==> config.mk <==
export PLATFORM = sky130hd
export DESIGN_NAME = dwr_parity_target
export DESIGN_NICKNAME = d
export VERILOG_FILES = /design/src/rtl/dwr_parity_target.sv
export SDC_FILE = /design/constraint.sdc
export NUM_CORES = 1
export LEC_CHECK = 0
export ABC_AREA = 1
export CAP_MARGIN = 20
export CORE_UTILIZATION = 57
export CTS_CLUSTER_SIZE = 30
export DETAILED_ROUTE_END_ITERATION = 10
export PLACE_DENSITY = 0.89
export RECOVER_POWER = 50
export SYNTH_ARGS = -nofsm -noshare
export SYNTH_HDL_FRONTEND = slang
export SYNTH_SLANG_ARGS = --single-unit
==> constraint.sdc <==
create_clock -name clk -period 3.43 [get_ports clk]
set_clock_uncertainty 0.15 [all_clocks]
set_input_delay 0.5145 -clock clk [delete_from_list [all_inputs] [get_ports clk]]
set_output_delay 0.5145 -clock clk [all_outputs]
set_load 0.01 [all_outputs]
==> src/rtl/dwr_parity_target.sv <==
module dwr_parity_target #(
  parameter int DW = 32
) (
  input  logic          clk,
  input  logic          rst_n,
  input  logic          frame_n,
  input  logic          irdy_n,
  input  logic [DW-1:0] ad,
  input  logic [3:0]    cbe_n,
  input  logic          par,
  input  logic          perr_resp_en,
  input  logic          dwr_done,
  input  logic          det_clr,
  output logic          trdy_n,
  output logic          stop_n,
  output logic          perr_n,
  output logic          q_valid,
  output logic [DW-1:0] q_addr,
  output logic [3:0]    q_cmd,
  output logic          q_apar,
  output logic [DW-1:0] q_data,
  output logic [3:0]    q_be_n,
  output logic          q_dpar,
  output logic          det_perr
);
  localparam logic [3:0] CMD_IOW  = 4'b0011;
  localparam logic [3:0] CMD_CFGW = 4'b1011;

  typedef enum logic [1:0] {S_IDLE, S_DATA, S_PAR, S_RESP} st_t;
  st_t st;

  logic          frame_q, h_multi, h_apar, perr_s1;
  logic [DW-1:0] h_addr, h_data;
  logic [3:0]    h_cmd, h_be;

  wire is_dw   = (cbe_n == CMD_IOW) || (cbe_n == CMD_CFGW);
  wire addr_ph = (st == S_IDLE) && frame_q && !frame_n;
  wire derr    = ^{h_data, h_be, par};
  wire drop    = derr && perr_resp_en;
  wire in_par  = (st == S_PAR);
  wire take    = in_par && !drop && (!q_valid || dwr_done);

  always_ff @(posedge clk or negedge rst_n) begin
    if (!rst_n) begin
      st      <= S_IDLE;
      frame_q <= 1'b1;
      h_addr  <= '0;
      h_cmd   <= '0;
      h_data  <= '0;
      h_be    <= '0;
      h_apar  <= 1'b0;
      h_multi <= 1'b0;
    end else begin
      frame_q <= frame_n;
      case (st)
        S_IDLE: if (addr_ph && is_dw) begin
          st     <= S_DATA;
          h_addr <= ad;
          h_cmd  <= cbe_n;
        end
        S_DATA: begin
          st      <= S_PAR;
          h_data  <= ad;
          h_be    <= cbe_n;
          h_apar  <= par;
          h_multi <= !frame_n;
        end
        S_PAR:   st <= S_RESP;
        default: st <= S_IDLE;
      endcase
    end
  end

  always_ff @(posedge clk or negedge rst_n) begin
    if (!rst_n) begin
      trdy_n  <= 1'b1;
      stop_n  <= 1'b1;
      perr_s1 <= 1'b0;
      perr_n  <= 1'b1;
    end else begin
      trdy_n  <= !(in_par && drop);
      stop_n  <= !(in_par && (!drop || h_multi));
      perr_s1 <= (st == S_RESP) && !trdy_n && !irdy_n;
      perr_n  <= !perr_s1;
    end
  end

  always_ff @(posedge clk or negedge rst_n) begin
    if (!rst_n) begin
      q_valid  <= 1'b0;
      q_addr   <= '0;
      q_cmd    <= '0;
      q_apar   <= 1'b0;
      q_data   <= '0;
      q_be_n   <= '0;
      q_dpar   <= 1'b0;
      det_perr <= 1'b0;
    end else begin
      if (take) begin
        q_valid <= 1'b1;
        q_addr  <= h_addr;
        q_cmd   <= h_cmd;
        q_apar  <= h_apar;
        q_data  <= h_data;
        q_be_n  <= h_be;
        q_dpar  <= par;
      end else if (dwr_done) begin
        q_valid <= 1'b0;
      end
      if (in_par && derr)
        det_perr <= 1'b1;
      else if (det_clr)
        det_perr <= 1'b0;
    end
  end


  reset_quiet_chk: assert property (@(posedge clk) $rose(rst_n) |-> trdy_n && stop_n && perr_n && !q_valid);

  retry_has_entry_chk: assert property (@(posedge clk) disable iff (!rst_n) (!stop_n && trdy_n) |-> q_valid);

  drop_keeps_slot_chk: assert property (@(posedge clk) disable iff (!rst_n)
    (!trdy_n && !$past(dwr_done)) |-> (q_valid == $past(q_valid)) && $stable(q_addr) && $stable(q_data));

  perr_one_cycle_chk: assert property (@(posedge clk) disable iff (!rst_n) $fell(perr_n) |=> perr_n);

  perr_after_accept_chk: assert property (@(posedge clk) disable iff (!rst_n) !perr_n |-> $past(!trdy_n, 2));

  det_sticky_chk: assert property (@(posedge clk) disable iff (!rst_n) (det_perr && !det_clr) |=> det_perr);

  busy_slot_stable_chk: assert property (@(posedge clk) disable iff (!rst_n)
    ($past(q_valid) && q_valid && !$past(dwr_done)) |-> $stable(q_addr) && $stable(q_cmd) && $stable(q_be_n));
endmodule

Word-level counts from Yosys, hierarchy flattened
Index checks and enable logic that the tools add are counted.

Muxes and demuxes: 6. Eq/ne operators: 6. Reductions and logical operators: 27.

Operators by type and width (number): $reduce_xor 37->1 (1); $logic_and 1x1->1 (11); $logic_not 1->1 (8); $pmux 2 s3 (1); $eq 2x2->1 const B (2); $eq 4x2->1 const B (1); $eq 4x4->1 const B (1); $mux 1 (4); $reduce_bool 2->1 (2); $logic_or 1x1->1 (3); $eq 2x1->1 const B (1); $logic_not 2->1 (1); $mux 2 (1); $ne 2x1->1 const B (1); $reduce_and 2->1 (1).

Register bits: 157. Word-level logic and storage cells: 59. Input port bits: 44. Output and inout port bits: 79.

Longest topological paths before layout
Gate-level depths: netlist of the first run.

Depth after elaboration: 6. Depth in mapped cells: 20. Gate-level depth less buffers: 18.

Worst setup path after synthesis of the first run
OpenSTA, ideal clock, no wires.

Kind: in2reg. From: input port par. To: register q_addr[22]. Arrival: 1.719 ns. Data required time: 3.163 ns. Setup slack: 1.444 ns. Setup time: 0.117 ns. Cell stages on the path: 18. Buffers on the path: 2. Cells stage by stage: inv_2 -> nand2_1 -> nand2_1 -> nand2_1 -> nand2_1 -> nand2_1 -> nand2_1 -> nand2_1 -> nand3_1 -> nand2_1 -> nand2_1 -> nand2_1 -> nand2_2 -> nand3_2 -> buf_6 -> buf_6 -> nand2_1 -> nand2_1.

Word-level cells in the longest chain between the ends: 5.

Ends and longest elaborated chain: start, declared (RTL line 10) `input logic par,`; $reduce_xor 37->1 (RTL line 38) `wire derr = ^{h_data, h_be, par};`; $logic_and 1x1->1 (RTL line 39) `wire drop = derr && perr_resp_en;`; $logic_not 1->1 (RTL line 41) `wire take = in_par && !drop && (!q_valid || dwr_done);`; $logic_and 1x1->1 (2 in a row) (RTL line 41); end signal, assigned (RTL line 101) `q_addr <= h_addr;`; end, declared (RTL line 18) `output logic [DW-1:0] q_addr,`.

No other way between the ends. A chain may end at the register's enable or synchronous reset.

Final worst setup path of the first run
From: register st[1]. To: register h_data[19].

Word-level cells in the longest chain between the ends: 1.

Ends and longest elaborated chain: start, declared (RTL line 30) `st_t st;`; start signal, assigned (RTL line 45) `st <= S_IDLE;`; start signal, assigned (RTL line 57) `st <= S_DATA;`; start signal, assigned (RTL line 62) `st <= S_PAR;`; $eq 2x1->1 (RTL line 55) `case (st)`; end signal, assigned (RTL line 49) `h_data <= '0;`; end signal, assigned (RTL line 63) `h_data <= ad;`; end, declared (RTL line 33) `logic [DW-1:0] h_addr, h_data;`.

No other way between the ends.

==> results of run 1 <==
[sequential cells by signal (all words and copies together) (netlist names)]
name and cells:
det_perr 1, frame_q 1, h_addr 32, h_apar 1, h_be 4, h_cmd 4, h_data 32, h_multi 1
perr_n 1, perr_s1 1, q_addr 32, q_apar 1, q_be_n 4, q_cmd 4, q_data 32, q_dpar 1
q_valid 1, st 2, stop_n 1, trdy_n 1
[layout make-up]
| type | count | area [um2] |
|---|---|---|
| clock buffers | 21 | 460.4 |
| flip-flops and latches | 157 | 3934 |
| well taps | 143 | 178.9 |
| clock inverters | 11 | 116.4 |
| multi-input cells | 548 | 2472 |
| fillers | 810 | 2845 |
| repair buffers | 133 | 1355 |
| inverters | 54 | 202.7 |
[layout by cell type (no fill, tap or decap), types with 6 or more instances in the layout]
master / Yosys / layout
inv_2: 9 / 9
xnor2_1: 10 / 10
clkbuf_16: 0 / 17
nand4_1: 75 / 75
nand3_1: 8 / 8
nand2_1: 377 / 376
inv_1: 44 / 44
clkdlybuf4s50_1: 0 / 120
xor2_1: 6 / 6
o21ai_0: 61 / 61
dfrtp_1: 153 / 153
[per-stage QoR]
step / instances / setup WS (ns)
3_5_place_dp: 1033 / 0.2591
3_3_place_gp: 1033 / 0.3894
5_1_grt: 1067 / 0.2006
2_1_floorplan: 806 / 1.444
6_report: 1067 / 0.4912
4_1_cts: 1066 / 0.6945
[routing by layer]
layer | wire length [um] | GRT usage | share of wire
met4 | 252 | 0.1009 | 0.015
met2 | 8282 | 0.4667 | 0.50
met3 | 1041 | 0.04899 | 0.062
met1 | 7130 | 0.3963 | 0.43
met5 | 0 | 0 | 0
[power by group]
part | switching (mW) | total (mW) | leakage [nW] | internal, mW
Clock | 0.729 | 1.83 | 0.279 | 1.10
Sequential | 0.594 | 3.26 | 2.00 | 2.66
Combinational | 2.88 | 4.61 | 2.19 | 1.73
Total | 4.20 | 9.70 | 4.47 | 5.49
[logic make-up (layout without fill, tap and decap cells)]
family,count (synthesis),after routing
simple gates,467,467
flops,157,157
buf+inv,101,219
compound gates,61,61
xor+xnor,16,16
fa+ha+maj,4,4
[final timing paths]
kind | from | endpoint | slack (ns) | cells after the start
max | st[1] | h_data[19] | 0.49 | 7
min | perr_s1 | perr_n | 0.21 | 1
max reg2reg | st[1] | h_data[19] | 0.49 | 7
min reg2reg | perr_s1 | perr_n | 0.21 | 1
max in group asynchronous | rst_n | frame_q | 0.98 | 3
min in group asynchronous | rst_n | q_data[12] | 0.89 | 2
==> out/summary.txt, run 1 <==
setup tns final: 0 ns
Clock Tree Root: clkbuf_16
most numerous cell in the Yosys netlist: nand2_1
H-tree Lvls: 4
Rel. slew slack: -0.08407
Post-CTS Setup Repair Bufs: 0
Port-buffer cells: 122
simple-gate share of the synthesized area: 0.2877
mapped cell area: 6853 um2
Worst-Margin Slew: 1.626 ns
Die Ht: 111.6 um
area fraction in compound gates after synthesis: 0.04455
Top delay family on crit path: buffers and inverters
Buf/Inv on CP: 4
Distinct cells, synth: 21
Synth area leader: dfrtp_1
post-layout util: 0.7540
dominant synthesized flop cell: dfrtp_1
antenna-violating nets left: 0
Ys Warns: 0
Post-DP HPWL: 10600 um
Slowest-stage cell, CP: clkbuf_1
CP most frequent cell: inv_1
TritonCTS sink count: 157
worst path cell trace: inv_1 > ha_1 > clkbuf_1 > inv_1 > buf_16 > nand2_1 > o21ai_0
FP Rows: 39
post_cts resized: 0
GPL Wtd Cong: 0.8247
clock slew at reported path FFs: 0.07 ns
core footprint: 11560 um2
Final Cycle Share: 0.8568
Critical Path RT: 3.57 ns
mux cell area share after synthesis: 0
failing checks: design-rule violations, max-capacitance violations, max-slew violations
top post-synthesis cells by area: dfrtp_1, nand2_1, nand4_1, o21ai_0, inv_1
die area: 12460 um2
GR Overflow Total: 0
WL per Instance: 15.66 um
CTS Buffer Depth: 2
starting density of the core: 0.5926
1st-pass router iterations: 8
endpoints failing setup: 0
Via Count: 5865
vias per cell: 5.497
largest net degree at the start of global routing: 79
minimum clock period: 2.939 ns
worst endpoint data arrival time: 3.08 ns
DRT iter0 DRCs: 440
initial antenna violation count: 0
status: complete, but fails checks
WHS: 0.2085 ns
f_max: 340.3 MHz
CP Class: flop to flop
Synth Area in XOR/XNOR: 0.02045
crit-path max FO: 37
post-route cell area: 8720 um2
Final Power: 9.697 mW
slowest stage delay, CP: 1.04 ns
global-route wire length before repair: 28120 um
main combinational cell family by area after synthesis: simple AND/OR/NAND/NOR gates
Diodes inserted: 0
Die W: 111.6 um
register bit total from synthesis: 157
asr flop ratio synth: 1.000
vias in the first global route: 5791
sequential area share after synthesis: 0.5740
cell count after synthesis: 806
Post-synth top cells: nand2_1, dfrtp_1, nand4_1
top-area cell type share of the netlist area: 0.5587
Worst setup EP type: flop
CP Launch Type: flop
Post-synth EDFFs: 0
Slew Viols, Final: 65
Worst Hold Class: flop to flop
Mean Syn Cell Area: 8.502 um2
routed wire length: 16710 um
Syn-to-layout area delta: 27.24%
syn nets: 854
leak pwr: 4.468 nW
CTS tree: yes
Layout Nets: 959
MaxCap Viol Count: 1
share of cells above drive strength 1: 0.06385
hold buffer count at CTS: 1
I/O pin total: 123
Total GRT Usage: 0.2882
TritonCTS Buffers: 17
power density cells: 1112 nW/um2
DR DRC count: 12
post-synthesis adder-cell area fraction: 0.007303
Peak supply drop: 1131 uV
Final Hold Vio Count: 0
placed cell area: 8120 um2
worst-skew pair later-pin latency: 0.42 ns
RSZ-0062 raised after global routing: no
No activity file was read; power rests on OpenSTA's default activity.
==> run 2, diff against run 1 <==
Settings changed: CORE_MARGIN set to 2, RECOVER_POWER 50 to 100.
==> run 2 against run 1 <==
Against the previous run:
- the flow finishes with violations (max-capacitance violations, max-slew violations)
- total power down 0.84%
- clock power about the same
- cell count is 0.75% higher
- critical path type is now input pin to flop
==> out/summary.txt, run 2 (synthesized netlist as in run 1, its figures left out) <==
status: complete, but fails checks (unchanged)
failing checks: max-capacitance violations, max-slew violations (was design-rule violations, max-capacitance violations, max-slew violations)
CP Launch Type: input pin (was flop)
leak pwr: 4.624 nW (was 4.468 nW)
endpoints failing setup: 0 (unchanged)
Peak supply drop: 952.2 uV (was 1131 uV)
share of cells above drive strength 1: 0.06365 (was 0.06385)
CP Class: input pin to flop (was flop to flop)
non-filler cells, final: 1075 (was 1067)
Clk pwr share: 0.193 (was 0.189)
commonest non-fill, non-tap cells in the layout: nand2_1, dfrtp_1, dlygate4sd3_1 (was nand2_1, dfrtp_1, clkdlybuf4s50_1)
Critical Path RT: 3.63 ns (was 3.57 ns)
Slew Viols, Final: 67 (was 65)
f_max: 356.1 MHz (was 340.3 MHz)
setup tns final: 0 ns (unchanged)
Worst-Margin Slew: 1.604 ns (was 1.626 ns)
post-layout util: 0.7358 (was 0.7540)
H-tree Lvls: 4 (unchanged)
die area: 12920 um2 (was 12460 um2)
vias in the first global route: 5735 (was 5791)
antenna-violating nets left: 0 (unchanged)
Final Power: 9.616 mW (was 9.697 mW)
power density cells: 1102 nW/um2 (was 1112 nW/um2)
Rel. slew slack: -0.06925 (was -0.08407)
placed cells: 1041 (was 1033)
Layout Nets: 963 (was 959)
worst-skew pair later-pin latency: 0.42 ns (about the same)
Via Count: 5940 (was 5865)
largest net degree at the start of global routing: 68 (was 79)
worst endpoint data arrival time: 3.01 ns (was 3.08 ns)
Die Ht: 113.6 um (was 111.6 um)
Comb power frac: 0.470 (was 0.475)
initial antenna violation count: 1 (was 0)
core footprint: 11860 um2 (was 11560 um2)
DRT iter0 DRCs: 431 (was 440)
Post-CTS Setup Repair Bufs: 0 (unchanged)
GPL Wtd Cong: 0.8368 (was 0.8247)
I/O pin total: 123 (unchanged)
most common cell after layout, fill and taps aside: nand2_1 (unchanged)
Final Cycle Share: 0.8187 (was 0.8568)
minimum clock period: 2.808 ns (was 2.939 ns)
routed wire length: 16910 um (was 16710 um)
global-route wire length before repair: 27970 um (was 28120 um)
Post-DP HPWL: 11070 um (was 10600 um)
WHS: 0.2003 ns (was 0.2085 ns)
layer with the highest usage: met2 (unchanged)
Worst setup EP type: flop (unchanged)
1st-pass router iterations: 5 (was 8)
WL per Instance: 15.73 um (was 15.66 um)
DR DRC count: 0 (was 12)
Clock Tree Root: clkbuf_16 (unchanged)
GR Overflow Total: 0 (unchanged)
Pint: 5.379 mW (was 5.493 mW)
starting density of the core: 0.5777 (was 0.5926)
Psw: 4.237 mW (was 4.204 mW)
Die W: 113.6 um (was 111.6 um)
MaxCap Viol Count: 1 (unchanged)
clock slew at reported path FFs: 0.06 ns (was 0.07 ns)
Seq pwr share: 0.337 (was 0.336)
met1 Resource Use GR: 0.3705 (was 0.3963)
TritonCTS sink count: 157 (unchanged)
met2 GRT Util: 0.4531 (was 0.4667)
GR Util met3: 0.07492 (was 0.04899)
CTS Buffer Depth: 2 (unchanged)
FP Rows: 40 (was 39)
TritonCTS Buffers: 17 (unchanged)
CTS tree: yes (unchanged)
switch share: 0.4406 (was 0.4335)
Port-buffer cells: 122 (unchanged)
post_cts resized: 0 (unchanged)
Syn-to-layout area delta: 27.35% (was 27.24%)
RSZ-0062 raised after global routing: no (unchanged)
vias per cell: 5.526 (was 5.497)
Worst Hold Class: flop to flop (unchanged)
crit-path max FO: 56 (was 37)
Final Hold Vio Count: 0 (unchanged)
Total GRT Usage: 0.2785 (was 0.2882)
-- run 2: changes by cell type in the layout (fill, tap and decap cells not counted), sizes merged --
cell / previous run / this run
buf: 9 / 11
clkdlybuf4s50: 120 / 39
diode: 0 / 1
dlygate4sd3: 2 / 83
clkbuf: 23 / 25
inv: 54 / 53
-- run 2: cell type report --
class	instances	area (um2)
repair buffers	137	1354
multi-input cells	548	2465
clock buffers	21	470.5
well taps	147	183.9
inverters	54	202.7
fillers	834	3134
flip-flops and latches	157	3934
diodes	1	2.502
clock inverters	10	115.1
-- run 2: worst paths after layout --
path                       cells after the start  slack (ns)    start    endpoint
min in group asynchronous                      2        0.89    rst_n  q_data[13]
min reg2reg                                    1        0.20  perr_s1      perr_n
min                                            1        0.20  perr_s1      perr_n
max in group asynchronous                      3        0.78    rst_n  h_data[27]
max reg2reg                                    7        0.67    st[1]  h_data[17]
max                                           18        0.62      par   q_data[2]
-- run 2: critical path: stages --
cell	delay [ns]
dlygate4sd3_1	0.61
inv_1	0.09
nand2_1	0.08
nand2_1	0.07
nand2_1	0.07
nand2_1	0.06
nand2_1	0.06
nand2_1	0.05
nand2_1	0.08
nand2_1	0.06
nand2_1	0.07
nand2_1	0.06
nand2_1	0.06
nand2_1	0.09
nand2_1	0.11
buf_4	0.50
nand4_1	0.22
nand2_1	0.13
-- run 2: timing repair --
action,CTS,global route
endpoints found under the hold margin,61,0
endpoints found under the setup margin,0,0
hold buffers,1,0
-- run 2: through the flow --
stage	setup WS, ns	cell area (um2)
floorplan	1.444	6853
global route	0.3324	8725
detailed placement	0.3879	8130
finish	0.6220	8727
CTS	0.7833	8726
global placement	0.5435	8130
-- run 2: layer usage --
| metal | up-vias | wire length [um] |
|---|---|---|
| met5 | - | 0 |
| met4 | 0 | 298 |
| met3 | 30 | 1421 |
| met2 | 280 | 8278 |
| met1 | 2828 | 6915 |
| li1 | 2802 | - |
-- run 2: power by group through the flow --
stage | clock network [mW] | logic [mW] | registers (mW)
6_report | 1.85 | 4.52 | 3.24
5_1_grt | 1.96 | 5.10 | 3.34
3_3_place_gp | 0 | 4.37 | 3.23
3_5_place_dp | 0 | 4.55 | 3.25
4_1_cts | 1.87 | 4.61 | 3.25
2_1_floorplan | 0 | 3.12 | 3.28
==> run 3, diff against run 2 <==
Settings changed: CORE_UTILIZATION 57 to 53, PLACE_DENSITY 0.89 to 0.83.
Clock period 3.43 ns to 2.8 ns, I/O delays scaled along.
==> run 3 against run 2 <==
Against the previous run:
- the run now ends clean
- die area increased by 7.3%
- critical path depth is 1 higher
- non-clock buffer count increased by 2
- clock power up 22%
- first-iteration DRC count up 13%
- sequential power increased by 23%
- global-route usage is 1.9 points lower
- design area grew 0.57%
- routed wire length rose by 1.1%
- count of clock-buffer cells in the layout grew 1
- worst hold slack gained 0.010 ns
- register-to-register slack worse by 0.28 ns
- critical endpoint is now q_addr[0]
- largest power group unchanged
==> out/summary.txt, run 3 (synthesized netlist as in run 1, its figures left out) <==
Post-DP HPWL: 11230 um (was 11070 um)
GR Util met3: 0.05766 (was 0.07492)
commonest non-fill, non-tap cells in the layout: nand2_1, dfrtp_1, dlygate4sd3_1 (unchanged)
die area: 13860 um2 (was 12920 um2)
CP Class: flop to flop (was input pin to flop)
setup tns final: 0 ns (unchanged)
post-route cell area: 8777 um2 (was 8727 um2)
Port-buffer cells: 122 (unchanged)
Layout Nets: 965 (was 963)
Slew Viols, Final: 0 (was 67)
antenna-violating nets left: 0 (unchanged)
Worst-Margin Slew: 1.383 ns (was 1.604 ns)
core footprint: 12620 um2 (was 11860 um2)
starting density of the core: 0.5430 (was 0.5777)
crit-path max FO: 26 (was 56)
worst path cell trace: inv_1 > nand2_1 > nand2_1 > nand2_1 > nand2_1 > inv_1 > nand2_1 > nand2_1 > nand2_1 > nand2_1 > nand2_1 > nand2_1 > nand2_1 > nand2_1 > nand2_2 > nand3_2 > clkbuf_4 > nand2_1 > nand2_1 (was dlygate4sd3_1 > inv_1 > nand2_1 > nand2_1 > nand2_1 > nand2_1 > nand2_1 > nand2_1 > nand2_1 > nand2_1 > nand2_1 > nand2_1 > nand2_1 > nand2_1 > nand2_1 > buf_4 > nand4_1 > nand2_1)
FF-to-FF path depth: 19 (was 7)
Worst Hold Class: flop to flop (unchanged)
FP Rows: 41 (was 40)
Final Hold Vio Count: 0 (unchanged)
crit path launch: h_data[9] (was par)
endpoints failing setup: 0 (unchanged)
initial antenna violation count: 0 (was 1)
Slowest-stage cell, CP: dfrtp_1 (was dlygate4sd3_1)
CP Launch Type: flop (was input pin)
met1 Resource Use GR: 0.3399 (was 0.3705)
DRT iter0 DRCs: 487 (was 431)
Rel. slew slack: 0.07769 (was -0.06925)
Die Ht: 117.7 um (was 113.6 um)
H-tree Lvls: 4 (unchanged)
I/O pin total: 123 (unchanged)
# fillers: 999 (was 834)
placed cell area: 8259 um2 (was 8130 um2)
Syn-to-layout area delta: 28.08% (was 27.35%)
worst-skew pair later-pin latency: 0.42 ns (about the same)
WL per Instance: 15.51 um (was 15.73 um)
TritonCTS Buffers: 17 (unchanged)
f_max: 414.7 MHz
leak pwr: 4.622 nW (was 4.624 nW)
RSZ-0062 raised after global routing: no (unchanged)
CP most frequent cell: nand2_1 (unchanged)
reg2reg end: q_addr[0] (was h_data[17])
1st-pass router iterations: 7 (was 5)
worst endpoint data arrival time: 2.56 ns (was 3.01 ns)
status: completed (was complete, but fails checks)
Worst setup EP type: flop (unchanged)
global-route wire length before repair: 29000 um (was 27970 um)
Critical Path RT: 2.95 ns (was 3.63 ns)
GR Overflow Total: 0 (unchanged)
flop2flop setup slack: 0.39 ns (was 0.67 ns)
largest net degree at the start of global routing: 104 (was 68)
TritonCTS sink count: 157 (unchanged)
worst setup path end: q_addr[0] (was q_data[2])
Buf/Inv on CP: 3 (unchanged)
MaxCap Viol Count: 0 (was 1)
Clock Tree Root: clkbuf_16 (unchanged)
CTS tree: yes (unchanged)
FF-to-FF Start: h_data[9] (was st[1])
most common cell after layout, fill and taps aside: nand2_1 (unchanged)
vias per cell: 5.358 (was 5.526)
Worst path depth: 19 (was 18)
Final Cycle Share: 0.8612
met2 GRT Util: 0.4201 (was 0.4531)
Diodes inserted: 0 (was 1)
share of cells above drive strength 1: 0.06452 (was 0.06365)
post_cts resized: 0 (unchanged)
routed wire length: 17090 um (was 16910 um)
Via Count: 5905 (was 5940)
slowest stage delay, CP: 0.42 ns (was 0.61 ns)
GPL Wtd Cong: 0.8267 (was 0.8368)
Top delay family on crit path: simple AND/OR/NAND/NOR gates (unchanged)
Die W: 117.7 um (was 113.6 um)
vias in the first global route: 5987 (was 5735)
clock slew at reported path FFs: 0.06 ns (about the same)
Total GRT Usage: 0.2600 (was 0.2785)
layer with the highest usage: met2 (unchanged)
power density cells: 1361 nW/um2 (was 1102 nW/um2)
Peak supply drop: 1692 uV (was 952.2 uV)
DR DRC count: 0 (unchanged)
CTS Buffer Depth: 2 (unchanged)
minimum clock period: 2.411 ns
run 3: repair_timing:
action | 4_1_cts | 5_1_grt
hold endpoints to repair | 153 | 0
hold buffers | 1 | 0
buffers inserted | 0 | 0
run 3: how the worst min path moves through the flow:
stage / start / to / cells past startpoint / slack (ns)
final: perr_s1 / perr_n / 1 / 0.21
after global routing: perr_s1 / perr_n / 1 / 0.23
after CTS: perr_s1 / perr_n / 1 / 0.22
after detailed placement: perr_s1 / perr_n / 1 / 0.20
after global placement: perr_s1 / perr_n / 1 / 0.19
after floorplan: rst_n / det_perr / 0 / -0.03
run 3: routing by layer:
metal | share of wire | wire length (um)
met5 | 0 | 0
met4 | 0.026 | 451
met3 | 0.065 | 1118
met2 | 0.48 | 8222
met1 | 0.43 | 7301
run 3: power breakdown:
group	internal [mW]	leakage [nW]	switching, mW
combinational	2.10	2.35	3.61
sequential	3.26	2.00	0.720
clock	1.36	0.273	0.908
total	6.71	4.62	5.23
run 3: final cells by class:
cell class	instances	area (um2)	area share
timing repair buffer	139	1375	0.1567
clock inverter	10	113.9	0.01297
tap	172	215.2	0.02452
sequential	157	3934	0.4482
clock buffer	22	464.2	0.05289
inverter	54	202.7	0.02309
multi-input combinational	548	2472	0.2817
run 3: worst reg2reg max path: stages (launching register included):
cell      delay (ns)
dfrtp_1         0.42
inv_1           0.12
nand2_1         0.07
nand2_1         0.10
nand2_1         0.06
nand2_1         0.09
inv_1           0.04
nand2_1         0.05
nand2_1         0.06
nand2_1         0.07
nand2_1         0.05
nand2_1         0.07
nand2_1         0.06
nand2_1         0.05
nand2_1         0.07
nand2_2         0.11
nand3_2         0.11
clkbuf_4        0.33
nand2_1         0.12
nand2_1         0.08
run 3: metrics by stage:
stage	instances	total power [mW]	util	setup slack (ns)	hold slack (ns)
after floorplan	806	7.834	-	0.8461	-0.02559
after global placement	1069	9.653	0.6545	0.2125	0.1874
after detailed placement	1069	9.871	0.6545	0.1375	0.2048
after CTS	1102	12.22	0.7011	0.5074	0.2151
after global routing	1102	12.91	0.6955	0.1701	0.2334
final	1102	11.95	0.6955	0.3887	0.2104
